## src/rtl/page_dram_pkg.sv

```systemverilog
package page_dram_pkg;
  typedef enum logic [1:0] {
    ST_IDLE = 2'd0,
    ST_ROW  = 2'd1,
    ST_COL  = 2'd2,
    ST_DATA = 2'd3
  } ctrl_state_t;
endpackage

```

## src/rtl/page_dram_chip.sv

```systemverilog
module page_dram_chip #(
  parameter int ROWS     = 4,
  parameter int COLS     = 4,
  parameter int CELL_W   = 8,
  parameter int AW       = 2,
  parameter int CHIP_IDX = 0
) (
  input  logic              clk,
  input  logic              rst_n,
  input  logic              ras,
  input  logic              cas,
  input  logic [AW-1:0]     addr,
  output logic [CELL_W-1:0] dq
);
  localparam int CELLS = ROWS * COLS;

  logic [CELL_W-1:0] buf_q [COLS];
  logic [CELL_W-1:0] buf_d [COLS];
  logic [CELL_W-1:0] dq_d;

  function automatic logic [CELL_W-1:0] cell_val(input int r, input int c);
    cell_val = CELL_W'(CHIP_IDX * CELLS + r * COLS + c);
  endfunction

  always_comb begin
    for (int c = 0; c < COLS; c++) begin
      buf_d[c] = buf_q[c];
      if (ras) buf_d[c] = cell_val(int'(addr), c);
    end
    dq_d = dq;
    if (cas) dq_d = buf_q[addr];
  end

  always_ff @(posedge clk or negedge rst_n) begin
    if (!rst_n) begin
      for (int c = 0; c < COLS; c++) buf_q[c] <= '0;
      dq <= '0;
    end else begin
      for (int c = 0; c < COLS; c++) buf_q[c] <= buf_d[c];
      dq <= dq_d;
    end
  end
endmodule

```

## src/rtl/page_dram_ctrl.sv

```systemverilog
module page_dram_ctrl
  import page_dram_pkg::*;
#(
  parameter int RW = 2,
  parameter int CW = 2,
  parameter int AW = 2
) (
  input  logic          clk,
  input  logic          rst_n,
  input  logic          req_valid,
  output logic          req_ready,
  input  logic [RW-1:0] req_row,
  input  logic [CW-1:0] req_col,
  output logic          row_strobe,
  output logic          col_strobe,
  output logic [AW-1:0] chip_addr,
  output logic          rsp_valid
);
  ctrl_state_t   state_q, state_d;
  logic [RW-1:0] row_q, row_d, open_row_q, open_row_d;
  logic [CW-1:0] col_q, col_d;
  logic          open_vld_q, open_vld_d;

  always_comb begin
    state_d    = state_q;
    row_d      = row_q;
    col_d      = col_q;
    open_row_d = open_row_q;
    open_vld_d = open_vld_q;
    unique case (state_q)
      ST_IDLE: if (req_valid) begin
        row_d = req_row;
        col_d = req_col;
        state_d = (open_vld_q && (req_row == open_row_q)) ? ST_COL : ST_ROW;
      end
      ST_ROW: begin
        open_row_d = row_q;
        open_vld_d = 1'b1;
        state_d    = ST_COL;
      end
      ST_COL:  state_d = ST_DATA;
      ST_DATA: state_d = ST_IDLE;
      default: state_d = ST_IDLE;
    endcase
  end

  always_ff @(posedge clk or negedge rst_n) begin
    if (!rst_n) begin
      state_q    <= ST_IDLE;
      row_q      <= '0;
      col_q      <= '0;
      open_row_q <= '0;
      open_vld_q <= 1'b0;
    end else begin
      state_q    <= state_d;
      row_q      <= row_d;
      col_q      <= col_d;
      open_row_q <= open_row_d;
      open_vld_q <= open_vld_d;
    end
  end

  assign req_ready  = (state_q == ST_IDLE);
  assign row_strobe = (state_q == ST_ROW);
  assign col_strobe = (state_q == ST_COL);
  assign rsp_valid  = (state_q == ST_DATA);

  always_comb begin
    chip_addr = '0;
    if (row_strobe) chip_addr = AW'(row_q);
    if (col_strobe) chip_addr = AW'(col_q);
  end
endmodule

```

## src/rtl/page_dram_top.sv

```systemverilog
module page_dram_top #(
  parameter int ROWS   = 4,
  parameter int COLS   = 4,
  parameter int CELL_W = 8,
  parameter int NCHIP  = 8,
  parameter int RW     = $clog2(ROWS),
  parameter int CW     = $clog2(COLS),
  parameter int AW     = (RW > CW) ? RW : CW,
  parameter int DW     = NCHIP * CELL_W
) (
  input  logic          clk,
  input  logic          rst_n,
  input  logic          req_valid,
  output logic          req_ready,
  input  logic [RW-1:0] req_row,
  input  logic [CW-1:0] req_col,
  output logic          row_strobe,
  output logic          col_strobe,
  output logic [AW-1:0] chip_addr,
  output logic          rsp_valid,
  output logic [DW-1:0] rsp_data
);
  logic [1:0]    rst_sync_q;
  logic          rst_int_n;
  logic [DW-1:0] lanes;

  always_ff @(posedge clk or negedge rst_n) begin
    if (!rst_n) rst_sync_q <= 2'b00;
    else        rst_sync_q <= {rst_sync_q[0], 1'b1};
  end
  assign rst_int_n = rst_sync_q[1];

  page_dram_ctrl #(.RW(RW), .CW(CW), .AW(AW)) u_ctrl (
    .clk(clk), .rst_n(rst_int_n),
    .req_valid(req_valid), .req_ready(req_ready),
    .req_row(req_row), .req_col(req_col),
    .row_strobe(row_strobe), .col_strobe(col_strobe),
    .chip_addr(chip_addr), .rsp_valid(rsp_valid)
  );

  for (genvar k = 0; k < NCHIP; k++) begin : g_chip
    page_dram_chip #(
      .ROWS(ROWS), .COLS(COLS), .CELL_W(CELL_W), .AW(AW), .CHIP_IDX(k)
    ) u_chip (
      .clk(clk), .rst_n(rst_int_n),
      .ras(row_strobe), .cas(col_strobe), .addr(chip_addr),
      .dq(lanes[k*CELL_W +: CELL_W])
    );
  end

  assign rsp_data = rsp_valid ? lanes : '0;
endmodule

```

## config.mk

```make
export PLATFORM = sky130hd
export DESIGN_NAME = page_dram_top
export DESIGN_NICKNAME = d
export VERILOG_FILES = /design/src/rtl/page_dram_pkg.sv /design/src/rtl/page_dram_chip.sv /design/src/rtl/page_dram_ctrl.sv /design/src/rtl/page_dram_top.sv
export SDC_FILE = /design/constraint.sdc
export NUM_CORES = 1
export LEC_CHECK = 0
export BUFFER_PORTS_ARGS = -buffer_cell sky130_fd_sc_hd__buf_2
export CAP_MARGIN = 20
export CORE_MARGIN = 2
export CORE_UTILIZATION = 47
export DETAILED_ROUTE_END_ITERATION = 12
export GPL_TIMING_DRIVEN = 0
export PLACE_DENSITY_LB_ADDON = 0.08
export SLEW_MARGIN = 20
export SYNTH_ARGS = -nofsm -noshare
export SYNTH_HDL_FRONTEND = slang
export SYNTH_SLANG_ARGS = --single-unit
```

## constraint.sdc

```tcl
create_clock -name clk -period 2.09 [get_ports clk]
set_input_delay 0.418 -clock clk [delete_from_list [all_inputs] [get_ports clk]]
set_output_delay 0.418 -clock clk [all_outputs]
set_load 0.01 [all_outputs]
```

* Word level (Yosys, flattened, before mapping)
Index checks and enable logic that the tools add are counted.
** Word-level totals
- Register bits :: 325
- Output and inout bits :: 70
- Logic and storage cells :: 117
** Cells by class
- Add/sub/neg operators :: 31
- $lt $le $gt $ge :: 1
- Equal/unequal tests :: 5
- Muxes and demuxes :: 30
- Bitwise logic cells :: 1
- Reduce and logical (&&, ||, !) cells :: 3
** Operators by type and width (number)
- $bmux W8 S2 :: 8
- $mux W8 :: 16
- $add A8 B3 Y8 const B :: 13
- $mux W64 :: 1
- $add A8 B2 Y8 const B :: 7
- $add A7 B4 Y8 const A :: 4
- $add A6 B4 Y7 const A :: 2
- $add A4 B2 Y5 const B :: 2
- $add A8 B1 Y8 const B :: 1
- $mux W2 :: 4
- $pmux W2 S4 :: 1
- $add A5 B4 Y6 const A :: 1
- $add A4 B1 Y5 const B :: 1
- $eq A2 B2 Y1 const B :: 2
- $ge A3 B3 Y1 const B :: 1
- $not A2 Y3 :: 1
- $eq A2 B1 Y1 const B :: 1
- $eq A2 B2 Y1 :: 1
- $logic_not A2 Y1 :: 1
- $ne A2 B2 Y1 const B :: 1
- $reduce_and A2 Y1 :: 1
- $logic_and A1 B1 Y1 :: 1

* Longest topological paths before layout
Gate-level depths: netlist of the first run.
- Word-level depth :: 7
- Depth in mapped cells :: 6

* Hierarchy
A second synthesis of the first run with hierarchy kept.
** Second synthesis, totals
- Cell total of the unflattened synthesis :: 313
- Area, all modules :: 3707.3 µm²
** By module, submodules not included
- page_dram_chip at g_chip[1].u_chip ... :: times used 7, cells each 25, area an instance 339.1 µm²
- page_dram_top :: times used 1, cells each 73, area an instance 564.3 µm²
- page_dram_ctrl :: times used 1, cells each 42, area an instance 481.7 µm²
- page_dram_chip at g_chip[0].u_chip :: times used 1, cells each 23, area an instance 287.8 µm²

* Worst setup path before layout of the first run
Ideal clock, no wire load.
- Kind :: flip-flop to output port
- Start point :: reg u_ctrl.state_q[0]
- End point :: out rsp_data[21]
- Arrival :: 1.187 ns
- Path slack :: 0.485 ns
- Stages on the path, launching flop included :: 4
- Buffers on the path :: 1
- Cell sequence :: dfrtp_1 -> ha_1 -> and2_1 -> buf_4
** Between the ends
- Word-level cells in the longest chain between the ends :: 2
** RTL lines
- start: declaration :: RTL line page_dram_ctrl.sv:19 : ctrl_state_t state_q, state_d;
- start signal: assignment :: RTL line page_dram_ctrl.sv:55 : state_q <= state_d;
- $eq A2 B2 Y1 :: RTL line page_dram_ctrl.sv:66 : assign rsp_valid = (state_q == ST_DATA);
- net rsp_valid :: RTL line page_dram_top.sv:20 : output logic rsp_valid,
- $mux W64 :: RTL line page_dram_top.sv:51 : assign rsp_data = rsp_valid ? lanes : '0;
- end: declaration :: RTL line page_dram_top.sv:21 : output logic [DW-1:0] rsp_data
The timed path passes the listed nets, and every way through them passes these cells.

* Worst setup path after layout of the first run
- Start point :: reg u_ctrl.state_q[0]
- End point :: out chip_addr[0]
** Between the ends
- Word-level cells in the longest chain between the ends :: 3
** RTL lines
- $eq A2 B1 Y1 :: RTL line page_dram_ctrl.sv:64 : assign row_strobe = (state_q == ST_ROW);
- $mux W2 :: RTL line page_dram_ctrl.sv:70 : if (row_strobe) chip_addr = AW'(row_q);
- $mux W2 * :: RTL line page_dram_ctrl.sv:71 : if (col_strobe) chip_addr = AW'(col_q);
- end: declaration :: RTL line page_dram_top.sv:19 : output logic [AW-1:0] chip_addr,
Every way passes the cells marked *; elsewhere a longest branch is shown, timed or not.

==> run summary, run 1 <==
Diodes inserted -> 0
Final hold vios -> 0
Port Buffers -> 56
RSZ-0062 raised after global routing -> false
Gpl congestion -> 0.727
First-pass GRT wire length -> 3640 µm
Fmax -> 0.500 GHz
Async SR Flop Fraction -> 1.00
Worst reg-to-reg path cell count -> 4
Least-Margin Pin Slew -> 636 ps
Final Critical Period -> 2000 ps
Post-synthesis cell area -> 1290 µm²
DP HPWL -> 1880 µm
CP endpoint -> chip_addr[0]
Final setup violation count -> 0
Slew Limit Headroom -> 0.576
Vias in the first global route -> 856
Post-synth cell types -> 23
Sequential share of the synthesized area -> 0.348
Data arrival, critical path -> 1580 ps
Starting Density -> 0.482
Crit path from -> u_ctrl.state_q[0]
Die width -> 56.5 µm
# DRC -> 0
Setup slack, reg-to-reg -> 700 ps
WL per Instance -> 9.37 µm
Number of synthesized flops with an enable pin -> 0
Max Transition Viols Final -> 0
Detailed Route WL -> 2250 µm
Critical path peak fanout -> 8
Lkg Pwr -> 1.09 nW
Maximum VDD drop -> 0.822 mV
Core area -> 2690 µm²
Worst Skew -> 5.91 ps
Tcrit/Tclk final -> 0.957
CTS tree -> yes
Status -> finished, final reports clean
Share of layout cells above drive strength 1 -> 0.675
Worst-Skew Late Latency -> 290 ps
Placed cell count -> 234
CP Launch Type -> flip-flop
Top cells by area, synth -> dfrtp_1 (35%), buf_4 (34%), mux2_4 (4.6%)
H-tree Lvls -> 1
Ports -> 77
Max Cap Viol -> 0
Predominant post-synthesis flop cell -> dfrtp_1
Final Net Count -> 221
Clk slew on worst S/H paths -> 110 ps
Vias per cell -> 3.99
ANT nets after route -> 0
Gr usage total -> 0.143
Largest net degree at the start of global routing -> 17
FF+latch count, synth -> 18
Most frequent cells in the layout -> buf_4 (60), buf_2 (56), conb_1 (21), dfrtp_1 (18), mux2_2 (5)
Max Buffers Root-to-Sink -> 2
Reg-to-Reg End -> g_chip[3].u_chip.dq[4]
Post-synth top area cell -> dfrtp_1
CTS sink count -> 18
Instance count of the mapped netlist -> 128
Die footprint -> 3190 µm²
Critical Path RT -> 1670 ps
Routed via count -> 957
CP Class -> flip-flop to output port
Post-synth top area share -> 0.348
Total grt overflow -> 0
TNS Setup -> 0 ps
Initial antenna violation count -> 0
Cts bufs inserted -> 3
TritonRoute pass-1 iters -> 4
Commonest non-fill, non-tap cell in the layout -> buf_4
Initial detailed-routing violation count -> 22
Syn_area_per_cell -> 10.1 µm²
Final Instance Count excl. Fillers -> 240
YS warnings -> 0
Layout area overhead -> 35.7%
Chip Height -> 56.5 µm
Power Total -> 2.34 mW
Number of placement rows -> 19
Root buffer cell -> clkbuf_4
Pwr dens -> 1330 nW/µm²
Hold Crit Class -> flip-flop to asynchronous set/reset pin
Worst r2r src -> u_ctrl.state_q[0]
Crit. End Element -> output port
[sequential cells by signal, summed over array words and instances (netlist names)]
name                 count
u_ctrl.col_q             2
u_ctrl.open_row_q        2
g_chip.u_chip.dq         5
rst_sync_q               2
u_ctrl.state_q           2
u_ctrl.row_q             2
g_chip.u_chip.buf_q      3
[cell type report]
type	instances	area (µm²)
Timing Repair Buffer	58	298
Fill cell	228	931
Inverter	4	15.0
Buffer	61	462
Tap cell	31	38.8
Clock buffer	4	36.3
Sequential cell	18	450
Multi-Input combinational cell	64	455
[cells by family after synthesis]
logic type                 after synthesis  share of synthesized area
other                                    2                    0.00580
xor gates and xnor gates                 2                     0.0135
adders and majority gates                4                     0.0387
AOI/OAI and AO/OA                        9                     0.0426
muxes                                   12                      0.113
DFF                                     18                      0.348
and+or+nand+nor                         16                     0.0716
buffers and inverters                   65                      0.367
[cell usage after synthesis (all sizes together) (2+ instances only)]
cell / count
dfrtp: 18
nor2: 4
mux2: 9
a22o: 2
nor2b: 2
inv: 4
ha: 4
o21ai: 3
buf: 61
a21oi: 3
nand3: 2
conb: 2
mux2i: 3
and2: 5
[power breakdown]
group          internal [mW]  switching, mW
Sequential             0.491          0.103
Combinational          0.864          0.667
Clock                  0.106          0.108
Total                   1.46          0.878
[worst min-delay path by stage]
stage,start,end,slack [ps],cells after the start
6_report,rst_sync_q[1],g_chip[6].u_chip.buf_q[29],260,0
5_1_grt,rst_sync_q[1],u_ctrl.row_q[0],330,0
4_1_cts,rst_sync_q[1],u_ctrl.row_q[0],280,0
3_5_place_dp,rst_n,rst_sync_q[1],200,1
3_3_place_gp,rst_n,rst_sync_q[0],200,1
2_1_floorplan,rst_n,rst_sync_q[0],120,0
[per-layer routing]
layer / vias to the layer above / GRT usage / share of wire
met5: - / 0 / 0
met4: 0 / 0.0612 / 0.0067
met3: 2 / 0.0415 / 0.12
met2: 49 / 0.264 / 0.52
met1: 414 / 0.147 / 0.35
li1: 492 / - / -
[per-stage QoR]
| step | utilization | cell area, µm² | worst slack (ps) | hold WS (ps) |
|---|---|---|---|---|
| 5_1_grt | 0.653 | 1760 | 13.1 | 327 |
| 2_1_floorplan | - | 1370 | 485 | 122 |
| 6_report | 0.653 | 1760 | 89.5 | 262 |
| 4_1_cts | 0.645 | 1730 | 22.2 | 285 |
| 3_5_place_dp | 0.627 | 1680 | 321 | 205 |
| 3_3_place_gp | 0.627 | 1680 | 387 | 202 |
[what timing repair did]
| item | CTS | global route |
|---|---|---|
| endpoints found under the setup margin | 11 | 23 |
| hold buffers | 1 | 0 |
| endpoints found under the hold margin | 2 | 0 |
| pin swaps | 0 | 0 |
| setup buffers | 0 | 1 |
| cloned | 0 | 0 |
| gates resized for setup | 1 | 9 |
[critical path, stage by stage, from the launching register on]
cell,delay (ps)
dfrtp_1,430
ha_2,200
clkbuf_4,170
nor2b_2,160
a22o_1,190
buf_2,130
(Power assumes the default switching activity.)
==> run 2, diff against run 1 <==
BUFFER_PORTS_ARGS = -buffer_cell sky130_fd_sc_hd__clkbuf_2   (was -buffer_cell sky130_fd_sc_hd__buf_2)
CAP_MARGIN = default   (was 20)
CORE_UTILIZATION = 39   (was 47)
clock period = 1.7 ns   (was 2.09 ns; I/O delays follow)
==> run 2 against run 1 <==
Against the previous run:
- the flow now finishes with violations (setup timing)
- power rose by 61%
- die area rose by 19%
- utilization rose by 7.2 points
- sequential power rose by 30%
- register-to-register slack got worse by 440 ps
==> run summary, run 2 (synthesis results as in run 1) <==
Port Buffers -> 56
Gr usage total -> 0.135
Failing checks -> setup timing
Area of the multi-input gates -> 502 µm²
Starting Density -> 0.417
DP HPWL -> 1960 µm
Max Buffers Root-to-Sink -> 2
Largest net degree at the start of global routing -> 17
Clk slew on worst S/H paths -> 110 ps
FILL cells -> 233
Most frequent cells in the layout -> buf_6 (79), buf_4 (26), conb_1 (21), dfrtp_1 (16), clkbuf_2 (12)
Die width -> 61.6 µm
Sequential power share -> 0.205
Largest register by flop count -> g_chip.u_chip.dq
Final hold vios -> 0
Vias in the first global route -> 864
Die footprint -> 3790 µm²
Fmax -> 0.562 GHz
H-tree Lvls -> 1
Lkg Pwr -> 1.18 nW
Critical Path RT -> 1360 ps
Share of layout cells above drive strength 1 -> 0.703
Combinational power share -> 0.726
TritonRoute pass-1 iters -> 3
Pint -> 2.43 mW
Cts bufs inserted -> 3
Root buffer cell -> clkbuf_4
Final setup violation count -> 42
Least-Margin Pin Slew -> 649 ps
Diodes inserted -> 0
Register Area -> 453 µm²
Max Cap Viol -> 0
Net Sw Power -> 1.34 mW
Power Total -> 3.77 mW
Final Net Count -> 224
Gpl congestion -> 0.725
Crit. End Element -> output port
Initial detailed-routing violation count -> 7
Sw Share -> 0.355
Tcrit/Tclk final -> 1.05
First-pass GRT wire length -> 3800 µm
Data arrival, critical path -> 1440 ps
Vias per cell -> 3.96
Maximum VDD drop -> 0.790 mV
ANT nets after route -> 0
Worst setup margin -> -80.4 ps
Total grt overflow -> 0
Routed via count -> 1015
Slew Limit Headroom -> 0.567
# DRC -> 0
CP Class -> flip-flop to output port
Max Transition Viols Final -> 0
CTS sink count -> 18
Number of placement rows -> 20
Clk pwr share -> 0.069
Initial antenna violation count -> 0
Chip Height -> 61.6 µm
Biggest regs -> g_chip.u_chip.dq (5), g_chip.u_chip.buf_q (3)
Worst Skew -> 8.22 ps
Hold Crit Class -> flip-flop to asynchronous set/reset pin
CP Launch Type -> flip-flop
Pwr dens -> 1680 nW/µm²
Ports -> 77
Max FFs per register -> 5
Layout area overhead -> 74.0%
Worst-Skew Late Latency -> 290 ps
WL per Instance -> 12.7 µm
Utilization after layout -> 0.725
RSZ-0062 raised after global routing -> true
Core area -> 3100 µm²
Commonest non-fill, non-tap cell in the layout -> buf_6
Final Critical Period -> 1780 ps
CTS tree -> yes
Critical path peak fanout -> 8
Status -> finished with violations
Detailed Route WL -> 3260 µm
## run 2: worst paths after layout
| check | from | slack (ps) | cells after the start | end |
|---|---|---|---|---|
| min reg2reg | rst_sync_q[1] | 270 | 0 | u_ctrl.open_row_q[0] |
| max in group asynchronous | rst_sync_q[1] | 980 | 0 | u_ctrl.state_q[1] |
| min | rst_sync_q[1] | 270 | 0 | u_ctrl.open_row_q[0] |
| max reg2reg | u_ctrl.state_q[0] | 260 | 4 | u_ctrl.col_q[0] |
| max | u_ctrl.state_q[1] | -80 | 4 | rsp_data[26] |
| min in group clk | req_col[0] | 280 | 2 | u_ctrl.col_q[0] |
## run 2: area by class of cell
class | count | share of cell area
plain buffers | 60 | 0.265
repair buffers | 61 | 0.263
multi-input cells | 65 | 0.223
flip-flops and latches | 18 | 0.201
well taps | 44 | 0.0245
clock buffers | 4 | 0.0161
inverters | 4 | 0.00667
## run 2: worst max-delay path, stage by stage, from the launching register on
cell     delay, ps
dfrtp_2        480
ha_4           210
and2_4         190
buf_4          140
buf_4          130
## run 2: per-stage QoR
stage	setup WS (ps)	area, µm²	hold slack [ps]	TNS [ps]	instances
5_1_grt	-157	2250	273	-4280	256
2_1_floorplan	173	1370	44.4	0	147
3_5_place_dp	13.9	1700	127	0	247
3_3_place_gp	47.9	1700	126	0	247
4_1_cts	-91.8	2090	274	-1640	255
6_report	-80.4	2250	265	-1920	256
## run 2: what timing repair did
item	4_1_cts	5_1_grt
hold endpoints to repair	2	0
setup buffers	4	0
pin swaps	4	4
hold buffers	1	0
setup endpoints to repair	47	47
resized for setup	73	51
cloned	0	1
## run 2: per-layer routing
layer | part of all wire | wire (µm) | global-route usage | up-vias
li1 | - | - | - | 497
met1 | 0.39 | 1270 | 0.143 | 469
met2 | 0.53 | 1730 | 0.266 | 47
met3 | 0.076 | 248 | 0.0147 | 2
met4 | 0.0037 | 12 | 0.0547 | 0
met5 | 0 | 0 | 0 | -
## run 2: power by group through the flow
stage | logic, mW | clock network [mW] | registers [mW]
floorplan | 1.35 | 0 | 0.708
global placement | 1.84 | 0 | 0.737
detailed placement | 1.88 | 0 | 0.746
CTS | 2.39 | 0.268 | 0.773
global route | 2.96 | 0.284 | 0.798
finish | 2.74 | 0.260 | 0.773
==> run 3, diff against run 2 <==
SETUP_SLACK_MARGIN = 0.1   (was default)
==> run 3 against run 2 <==
Against the previous run:
- the run still ends with setup timing left
- non-clock buffer count grew 6
- fmax shrank 4.3%
- first-iteration DRC count grew 86%
- global-route usage grew 2.6 points
- critical path depth grew 1
- power grew 5.6%
- worst setup slack lost 80 ps
- register-to-register slack lost 90 ps
- routed wire length shrank 1.8%
- sequential share of layout area shrank 0.72 points
- cell area grew 3.7%
- sequential power grew 0.6%
==> run summary, run 3 (synthesis results as in run 1) <==
Worst-path cell chain -> buf_6, ha_4, buf_6, a22o_1, buf_2
Worst Skew -> 3.23 ps
Max Transition Viols Final -> 0
Data arrival, critical path -> 1520 ps
Failing checks -> setup timing
Max incr delay on CP -> 470 ps
Hold Crit Class -> flip-flop to asynchronous set/reset pin
Most frequent cells in the layout -> buf_6 (84), buf_4 (30), conb_1 (21), dfrtp_1 (16), clkbuf_2 (10)
FILL cells -> 209
Crit. End Element -> output port
Root buffer cell -> clkbuf_4
Largest register by flop count -> g_chip.u_chip.dq
Least-Margin Pin Slew -> 634 ps
Critical path peak fanout -> 4
Slew Limit Headroom -> 0.578
Final Critical Period -> 1860 ps
CTS tree -> yes
Cts bufs inserted -> 3
ANT nets after route -> 0
WL per Instance -> 12.2 µm
First-pass GRT wire length -> 4490 µm
Routed via count -> 1038
Number of placement rows -> 20
Pwr dens -> 1710 nW/µm²
Commonest non-fill, non-tap cell in the layout -> buf_6
Max Buffers Root-to-Sink -> 2
Largest net degree at the start of global routing -> 17
Port Buffers -> 56
Worst-Skew Late Latency -> 290 ps
Status -> finished with violations
# DRC -> 0
Share of layout cells above drive strength 1 -> 0.716
Vias per cell -> 3.96
Vias in the first global route -> 996
Clk slew on worst S/H paths -> 110 ps
RSZ-0062 raised after global routing -> true
TNS Setup -> -2710 ps
Area of the multi-input gates -> 519 µm²
DP HPWL -> 1960 µm
Most used cell, CP -> buf_6
Maximum VDD drop -> 0.805 mV
Die footprint -> 3790 µm²
Gr usage total -> 0.161
Final hold vios -> 0
H-tree Lvls -> 1
Worst setup margin -> -161 ps
Ports -> 77
Chip Height -> 61.6 µm
Initial detailed-routing violation count -> 13
Core area -> 3100 µm²
Die width -> 61.6 µm
CTS sink count -> 18
Fmax -> 0.537 GHz
Tcrit/Tclk final -> 1.09
Total grt overflow -> 0
Final setup violation count -> 41
Starting Density -> 0.417
CP max stage cell -> dfrtp_2
Final Net Count -> 230
Detailed Route WL -> 3200 µm
CP Class -> flip-flop to output port
Gpl congestion -> 0.725
Layout area overhead -> 80.5%
Utilization after layout -> 0.752
Critical Path RT -> 1360 ps
Diodes inserted -> 0
Register Area -> 453 µm²
TritonRoute pass-1 iters -> 4
Biggest regs -> g_chip.u_chip.dq (5), g_chip.u_chip.buf_q (3)
Max FFs per register -> 5
Max Cap Viol -> 0
Lkg Pwr -> 1.22 nW
CP Launch Type -> flip-flop
Initial antenna violation count -> 0
## run 3: changes by cell type in the layout (fill, tap and decap cells not counted), sizes merged
cell	delta
buf	+8
clkbuf	-2
## run 3: path summary, 6_finish.rpt
path	slack (ps)	to	start	cells after the start
setup / recovery	-160	chip_addr[1]	u_ctrl.state_q[1]	5
hold / removal	270	u_ctrl.open_row_q[0]	rst_sync_q[1]	0
setup reg to reg	170	g_chip[6].u_chip.buf_q[27]	u_ctrl.state_q[1]	7
hold reg to reg	270	u_ctrl.open_row_q[0]	rst_sync_q[1]	0
max in group asynchronous	990	u_ctrl.state_q[1]	rst_sync_q[1]	0
min in group clk	280	u_ctrl.col_q[0]	req_col[0]	2
## run 3: per-stage QoR
step / instance area [µm²] / instances / power (mW) / hold WS (ps) / worst slack (ps)
2_1_floorplan: 1370 / 147 / 2.06 / 44.4 / 173
3_3_place_gp: 1700 / 247 / 2.58 / 126 / 47.9
3_5_place_dp: 1700 / 247 / 2.62 / 127 / 13.9
4_1_cts: 2240 / 261 / 3.77 / 274 / -153
5_1_grt: 2330 / 262 / 4.25 / 269 / -216
6_report: 2330 / 262 / 3.99 / 265 / -161
## run 3: cell type report
cell class	count	area share
Timing Repair Buffer	66	0.275
Tap cell	44	0.0236
Sequential cell	18	0.194
Inverter	4	0.00857
Buffer	61	0.260
Multi-Input combinational cell	65	0.222
Clock buffer	4	0.0155
## run 3: metal layers
layer	track usage	wire, µm	up-vias
li1	-	-	511
met1	0.183	1230	472
met2	0.292	1680	51
met3	0.0273	269	4
met4	0.0729	29	0
met5	0	0	-
## run 3: timing repair
action,CTS,global route
setup endpoints to repair,48,49
resized for setup,95,31
setup buffers,8,1
pin swaps,3,4
hold buffers,1,0
gates cloned,1,0
hold endpoints to repair,2,0
## run 3: worst max-delay path: cells and delay by family, from the launching register on
kind                     cells  cell delay [ps]
flip-flops                   1              470
buffers and inverters        3              400
AO/OA/AOI/OAI                1              200
adder cells (fa/ha/maj)      1              170
## run 3: report_power, final
group          switching [mW]  total (mW)  internal, mW  leakage [nW]
clock                   0.132       0.263         0.130        0.0210
combinational            1.10        2.95          1.85         0.992
sequential              0.169       0.778         0.609         0.203
total                    1.40        3.99          2.59          1.22
